## src/rtl/acp_pkg.sv

```systemverilog
package acp_pkg;
   localparam int REG_W_DEF   = 8;
   localparam int CODE_W_DEF  = 3;
   localparam int BASE_LG_DEF = 5;

   // counter width able to hold the largest interval minus one
   function automatic int span_width(input int base_lg, input int code_w);
      return base_lg + (1 << code_w) - 2;
   endfunction
endpackage

```

## src/rtl/acp_ctl_reg.sv

```systemverilog
module acp_ctl_reg #(
   parameter int REG_W  = acp_pkg::REG_W_DEF,
   parameter int CODE_W = acp_pkg::CODE_W_DEF
) (
   input  logic              clk,
   input  logic              rst_n,
   input  logic              wr_en,
   input  logic [REG_W-1:0]  wr_data,
   output logic [REG_W-1:0]  rd_data,
   output logic [CODE_W-1:0] code,
   output logic              samp_n,
   output logic              trial_n,
   output logic              load
);
   localparam int PAD_W = REG_W - CODE_W - 2;

   logic [CODE_W-1:0] code_q;
   logic              samp_q, trial_q;

   generate
      if (PAD_W < 0) begin : g_bad_w
         $error("acp_ctl_reg: REG_W too small for code and delay bits");
      end
   endgenerate

   always_ff @(posedge clk) begin
      if (!rst_n) begin
         code_q  <= '0;
         samp_q  <= 1'b0;
         trial_q <= 1'b0;
      end else if (wr_en) begin
         code_q  <= wr_data[CODE_W-1:0];
         samp_q  <= wr_data[REG_W-1];
         trial_q <= wr_data[REG_W-2];
      end
   end

   generate
      if (PAD_W > 0) begin : g_pad
         assign rd_data = {samp_q, trial_q, {PAD_W{1'b0}}, code_q};
      end else begin : g_nopad
         assign rd_data = {samp_q, trial_q, code_q};
      end
   endgenerate

   assign code    = code_q;
   assign samp_n  = samp_q;
   assign trial_n = trial_q;
   assign load    = wr_en;
endmodule

```

## src/rtl/acp_span_decode.sv

```systemverilog
module acp_span_decode #(
   parameter int CODE_W  = acp_pkg::CODE_W_DEF,
   parameter int BASE_LG = acp_pkg::BASE_LG_DEF,
   parameter int CNT_W   = acp_pkg::span_width(BASE_LG, CODE_W)
) (
   input  logic [CODE_W-1:0] code,
   output logic              run,
   output logic [CNT_W-1:0]  last
);
   localparam int NCODE = 1 << CODE_W;

   logic [CNT_W-1:0] tbl [NCODE];

   generate
      if (BASE_LG < 1) begin : g_bad_base
         $error("acp_span_decode: BASE_LG must be at least 1");
      end
      if (CNT_W < BASE_LG + NCODE - 2) begin : g_bad_cnt
         $error("acp_span_decode: CNT_W cannot hold the longest interval");
      end
   endgenerate

   assign tbl[0] = '0;
   for (genvar g = 1; g < NCODE; g++) begin : g_span
      // terminal count: base shifted by (g-1), minus one
      assign tbl[g] = CNT_W'((64'd1 << (BASE_LG + g - 1)) - 64'd1);
   end

   assign run  = (code != '0);
   assign last = tbl[code];
endmodule

```

## src/rtl/acp_span_count.sv

```systemverilog
module acp_span_count #(
   parameter int CNT_W    = 11,
   parameter bit FIRE_REG = 1'b1
) (
   input  logic             clk,
   input  logic             rst_n,
   input  logic             load,
   input  logic             run,
   input  logic             tick,
   input  logic [CNT_W-1:0] last,
   output logic             fire
);
   logic [CNT_W-1:0] cnt_q;
   logic             hit;

   assign hit = run && tick && !load && (cnt_q == last);

   always_ff @(posedge clk) begin
      if (!rst_n) begin
         cnt_q <= '0;
      end else if (load || !run) begin
         cnt_q <= '0;
      end else if (tick) begin
         cnt_q <= hit ? '0 : cnt_q + 1'b1;
      end
   end

   generate
      if (FIRE_REG) begin : g_fire_reg
         logic fire_q;
         always_ff @(posedge clk) begin
            if (!rst_n) fire_q <= 1'b0;
            else        fire_q <= hit;
         end
         assign fire = fire_q;
      end else begin : g_fire_comb
         assign fire = hit;
      end
   endgenerate
endmodule

```

## src/rtl/acp_pacer.sv

```systemverilog
module acp_pacer #(
   parameter int REG_W    = acp_pkg::REG_W_DEF,
   parameter int CODE_W   = acp_pkg::CODE_W_DEF,
   parameter int BASE_LG  = acp_pkg::BASE_LG_DEF,
   parameter bit FIRE_REG = 1'b1
) (
   input  logic             clk,
   input  logic             rst_n,
   input  logic             wr_en_i,
   input  logic [REG_W-1:0] wr_data_i,
   output logic [REG_W-1:0] rd_data_o,
   input  logic             unit_tick_i,
   output logic             start_o,
   output logic             auto_on_o,
   output logic             samp_dly_n_o,
   output logic             trial_dly_n_o
);
   localparam int CNT_W = acp_pkg::span_width(BASE_LG, CODE_W);

   logic [CODE_W-1:0] code;
   logic              load, run;
   logic [CNT_W-1:0]  last;

   acp_ctl_reg #(.REG_W(REG_W), .CODE_W(CODE_W)) u_reg (
      .clk     (clk),
      .rst_n   (rst_n),
      .wr_en   (wr_en_i),
      .wr_data (wr_data_i),
      .rd_data (rd_data_o),
      .code    (code),
      .samp_n  (samp_dly_n_o),
      .trial_n (trial_dly_n_o),
      .load    (load)
   );

   acp_span_decode #(.CODE_W(CODE_W), .BASE_LG(BASE_LG), .CNT_W(CNT_W)) u_dec (
      .code (code),
      .run  (run),
      .last (last)
   );

   acp_span_count #(.CNT_W(CNT_W), .FIRE_REG(FIRE_REG)) u_cnt (
      .clk   (clk),
      .rst_n (rst_n),
      .load  (load),
      .run   (run),
      .tick  (unit_tick_i),
      .last  (last),
      .fire  (start_o)
   );

   assign auto_on_o = run;
endmodule

```

## config.mk

```make
export PLATFORM = sky130hd
export DESIGN_NAME = acp_pacer
export DESIGN_NICKNAME = d
export VERILOG_FILES = /design/src/rtl/acp_pkg.sv /design/src/rtl/acp_ctl_reg.sv /design/src/rtl/acp_span_decode.sv /design/src/rtl/acp_span_count.sv /design/src/rtl/acp_pacer.sv
export SDC_FILE = /design/constraint.sdc
export NUM_CORES = 1
export LEC_CHECK = 0
export BUFFER_PORTS_ARGS = -buffer_cell sky130_fd_sc_hd__buf_2
export CORE_ASPECT_RATIO = 0.6
export CORE_MARGIN = 8
export CORE_UTILIZATION = 35
export CTS_BUF_LIST = sky130_fd_sc_hd__clkbuf_2 sky130_fd_sc_hd__clkbuf_4 sky130_fd_sc_hd__clkbuf_8
export DETAILED_ROUTE_END_ITERATION = 12
export SETUP_SLACK_MARGIN = 0.3
export SYNTH_ARGS = -nofsm -noshare
export SYNTH_HDL_FRONTEND = slang
export SYNTH_SLANG_ARGS = --single-unit
```

## constraint.sdc

```tcl
create_clock -name clk -period 3.2 [get_ports clk]
set_input_delay 0.8 -clock clk [delete_from_list [all_inputs] [get_ports clk]]
set_output_delay 0.8 -clock clk [all_outputs]
set_load 0.05 [all_outputs]
```

======== Yosys cells after proc, flatten, opt, wreduce, memory -nomap -nowiden ========
Memories as Yosys holds them, arrays and structs flattened.
Index checks and enable logic that the tools add are counted.
storage, ports and cells
  register bits after elaboration ......... 17
  bits in latches ......................... 0
  RAM bits ................................ 0
  bits in read-only memories .............. 88
  output and inout port bits .............. 12
  word-level logic and storage cells ...... 22
  memories ................................ 1
cells by class
  $add $sub $neg .......................... 1
  multiply operators ...................... 0
  divide/modulo/power cells ............... 0
  $lt $le $gt $ge ......................... 1
  equal/unequal tests ..................... 1
  shifts and indexed selects .............. 0
  mux-type cells .......................... 3
  bitwise gates (word level) .............. 2
  reduce and logical (&&, ||, !) cells .... 8
memory list
  name              depth  bits a word  read ports  clocked after Yosys merged registers in  write ports  RTL line               text
  (name not given)  8      11           1           0                                        0            acp_span_decode.sv:30  assign last = tbl[code];
operator list
  kind                                                              count
  11-bit 2-to-1 mux                                                 3
  11-bit by 1-bit adder with 11-bit output (second input constant)  1
  11-bit equality test                                              1
  4-bit greater-or-equal comparator (second input constant)         1
  3-bit inverter with 4-bit output                                  1
  1-bit logical AND                                                 3
  3-bit nonzero test                                                1
  1-bit zero test                                                   2
  2-bit OR reduction                                                1
  1-bit logical OR                                                  1
  1-bit inverter                                                    1

======== Depth between registers and ports, before layout ========
  depth in word-level cells ............... 7
  gate-level depth with buffers ........... 6
  depth with buffers taken out ............ 5

======== Hierarchy ========
A second synthesis with hierarchy kept.
unflattened totals
  cells, all modules ...................... 111
  area, all modules ....................... 1007.2 µm²
modules (own cells, without submodules)
  module           times used  cells an instance  area an instance (µm²)  seq. area each (µm²)
  acp_span_count   1           73                 655.6                   240.2
  acp_ctl_reg      1           26                 264.0                   100.1
  acp_span_decode  1           12                 87.6                    0.0

======== Least setup slack after synthesis ========
Ideal clock, no wire load.
  path kind ............................... register to register
  start ................................... register u_reg.code_q[2] (netlist: u_reg.code[2])
  end ..................................... register u_cnt.cnt_q[10]
  data arrival time ....................... 1.963 ns
  slack ................................... 1.095 ns
  stages on the path, launching flop included .. 7
  cell sequence ........................... dfxtp_1 > buf_6 > or3_4 > mux2i_1 > o211ai_1 > a2111oi_4 > nor3_1
on the way
  elaborated cells between the ends (all ways) .. 13
RTL lines
  element                          RTL line               text
  start, declared                  acp_ctl_reg.sv:17      logic [CODE_W-1:0] code_q;
  start signal, assigned           acp_ctl_reg.sv:32      code_q <= wr_data[CODE_W-1:0];
  3-bit nonzero test *             acp_span_decode.sv:29  assign run = (code != '0);
  named net auto_on_o              acp_pacer.sv:14        output logic auto_on_o,
  1-bit logical AND (3 in series)  acp_span_count.sv:16   assign hit = run && tick && !load && (cnt_q == last);
  11-bit 2-to-1 mux                acp_span_count.sv:24   cnt_q <= hit ? '0 : cnt_q + 1'b1;
  end signal, assigned             acp_span_count.sv:24
  end, declared                    acp_span_count.sv:13   logic [CNT_W-1:0] cnt_q;
The timed path passes the listed nets; every way through them passes the cells marked *. The select of a mux whose other input is x is not followed.
A chain may end at the register's enable or synchronous reset.

======== Worst setup path after layout ========
  start ................................... register u_reg.code_q[2] (netlist: u_reg.code[2])
  end ..................................... output port auto_on_o
on the way
  word-level cells in the longest chain between the ends .. 1
RTL lines
  element             RTL line
  3-bit nonzero test  acp_span_decode.sv:29
  end, declared       acp_pacer.sv:14
No other way between the ends.

==> out/summary.txt <==
status: finished clean
CP required: 2.40 ns
Row Count: 14
initial core utilization: 36.8%
share of layout cells above drive strength 1: 21.2%
Slowest-stage cell, CP: or3_4
EDFF count, synth: 0
Cell Chain, Critical Path: or3_4 > buf_2
cell with the most instances after synthesis: dfxtp_1
Nets: 127
initial drt markers: 40
Worst R2R End: u_cnt.cnt_q[4]$_SDFFE_PP0P_
Avg Cell Area, Syn: 9.22 sq um
Mapped Cells: 100
DR vias: 735
commonest register cell after synthesis: dfxtp_1
Chip Width: 82.3 um
CTS clk-pin slew, worst paths: 0.07 ns
slew of the pin with the lowest slew margin: 0.652 ns
critical path launch point: u_reg.code[2]$_SDFFE_PN0P_
die area: 0.00459 sq mm
initial antenna violation count: 0
Final Util: 40.9%
Tot GR Track Use: 8.42%
setup TNS: 0 ns
critical path class: register to output pin
first-pass GRT wire length: 2.95 mm
RSZ-0062 raised after global routing: false
Startpoint Class: register
pwr dens: 454 mW/mm^2
post-synth top area share: 36.9%
PostCTS Resize Cnt: 0
Hold Path Class: register to register
GR Overflow Total: 0
Post-Syn Area: 922 sq um
Worst VDD drop: 160 uV
Final WS setup: 1.08 ns
fmax: 0.472 GHz
Slew headroom: 56.5%
drt pass-1 iters: 4
worst skew pair latency: 0.26 ns
wire length per cell: 13.1 um
CP Capture Type: output pin
# IOs: 24
critical path arrival: 1.32 ns
Clock Skew: 0.00462 ns
Vias/cell: 5.07
Post-Place Worst Slack: 1.11 ns
vias in the first global route: 581
area post-placement: 976 sq um
htree depth: 1
dominant cell type by area after synthesis: dfxtp_1
Final Hold Viols: 0
core area: 0.00250 sq mm
CTS tree: built
largest net degree at the start of global routing: 12
Crit. path cell count: 2
TritonCTS Buffers: 3
Synth Register Bits: 17
max cap viols: 0
CP endpoint: auto_on_o
Synth Warn #: 0
crit-path leading delay family: simple AND/OR/NAND/NOR gates
synthesis-to-finish area growth: 11.1%
IO buf count: 17
Final min period: 2.12 ns
drt drc: 0
clock tree buffer depth: 2
Critical Path Max Stage Delay: 0.43 ns
asr flop ratio synth: 0%
RR Startpoint: u_cnt.cnt_q[2]$_SDFFE_PP0P_
worst-path maximum fanout: 10
Diodes inserted: 0
die height: 55.8 um
postcts setup bufs: 0
part of the cycle the worst path needs: 66.2%
synth cell count leaders: 17 x dfxtp_1, 10 x nor3_1, 7 x mux2i_1, 7 x nand2_1, 6 x nor2_1
CTS hold repair buffers: 0
hold_ws: 0.536 ns
Final HPWL DP: 1.48 mm
Yosys cell types: 31
final setup fails: 0
Lkg Pwr: 0.402 nW
RD Place Congestion: 0.777
Slew Limit Fails: 0
fin area: 0.00102 sq mm
register area share after synthesis: 36.9%
FF-to-FF setup slack: 1.20 ns
clk sinks: 17
final WL: 1.90 mm
antenna viol nets, final: 0
worst r2r path cells: 5
top post-synthesis cells by area: dfxtp_1 37%, mux2i_1 7.6%, nor3_1 5.4%, xnor2_1 4.7%, xor2_1 4.7%
Worst Path Buf+Inv: 1
CTS Root Cell: clkbuf_8
per-layer routing:
metal,vias to the layer above,GRT usage [%],share of wire (%)
li1,373,-,-
met1,340,11.5,49
met2,20,10.5,41
met3,2,4.68,8.9
met4,0,2.99,0.90
met5,-,0,0
metrics by stage:
step	std cells	total power [W]
finish	145	0.000465
global placement	141	0.000298
CTS	145	0.000470
floorplan	102	0.000291
detailed placement	141	0.000299
global route	145	0.000486
cell usage in the layout (no fill, tap or decap), types with 5 or more instances in the layout:
cell type  synthesis  layout
nor3_1            10      10
nand2_1            7       7
nor2b_1            5       5
nor2_1             6       6
xor2_1             5       5
dfxtp_1           17      17
buf_2              0      17
mux2i_1            7       7
xnor2_1            5       5
nand4_1            5       5
where the power goes:
group / internal [W] / switching, W
Clock: 0.0000970 / 0.0000748
Combinational: 0.0000209 / 0.0000502
Sequential: 0.000216 / 0.00000671
Total: 0.000334 / 0.000132
state kept, by name (all words and copies together), names as in the netlist:
signal and count:
u_cnt.fire 1, u_cnt.cnt_q 11, u_reg.trial_n 1, u_reg.code 3
u_reg.samp_n 1
tightest hold or removal path: stages, from the launching register on:
cell and delay [ns]:
dfxtp_1 0.34, mux2i_1 0.07, nor2b_1 0.09
logic make-up after synthesis:
group	Yosys count	share of synthesized area, %
muxes	7	7.60
and+or+nand+nor	43	25.6
AOI/OAI and AO/OA	9	9.23
xor gates and xnor gates	10	9.50
adders and majority gates	1	1.36
buffers and inverters	12	9.36
other	1	0.407
DFF	17	36.9
worst min path at each step:
stage | from | end | depth (start not counted)
2_1_floorplan | u_cnt.cnt_q[1]$_SDFFE_PP0P_ | u_cnt.cnt_q[1]$_SDFFE_PP0P_ | 2
3_3_place_gp | u_reg.samp_n$_SDFFE_PN0P_ | u_reg.samp_n$_SDFFE_PN0P_ | 2
3_5_place_dp | u_reg.trial_n$_SDFFE_PN0P_ | u_reg.trial_n$_SDFFE_PN0P_ | 2
4_1_cts | u_reg.trial_n$_SDFFE_PN0P_ | u_reg.trial_n$_SDFFE_PN0P_ | 2
5_1_grt | u_reg.samp_n$_SDFFE_PN0P_ | u_reg.samp_n$_SDFFE_PN0P_ | 2
6_report | u_reg.trial_n$_SDFFE_PN0P_ | u_reg.trial_n$_SDFFE_PN0P_ | 2
layout make-up:
| cell class | count | area, sq um |
|---|---|---|
| Fill cell | 258 | 1480 |
| Timing Repair Buffer | 17 | 85.1 |
| Sequential cell | 17 | 340 |
| Inverter | 2 | 7.51 |
| Clock buffer | 4 | 48.8 |
| Multi-Input combinational cell | 73 | 503 |
| Tap cell | 32 | 40.0 |
No activity file was read; power rests on OpenSTA's default activity.
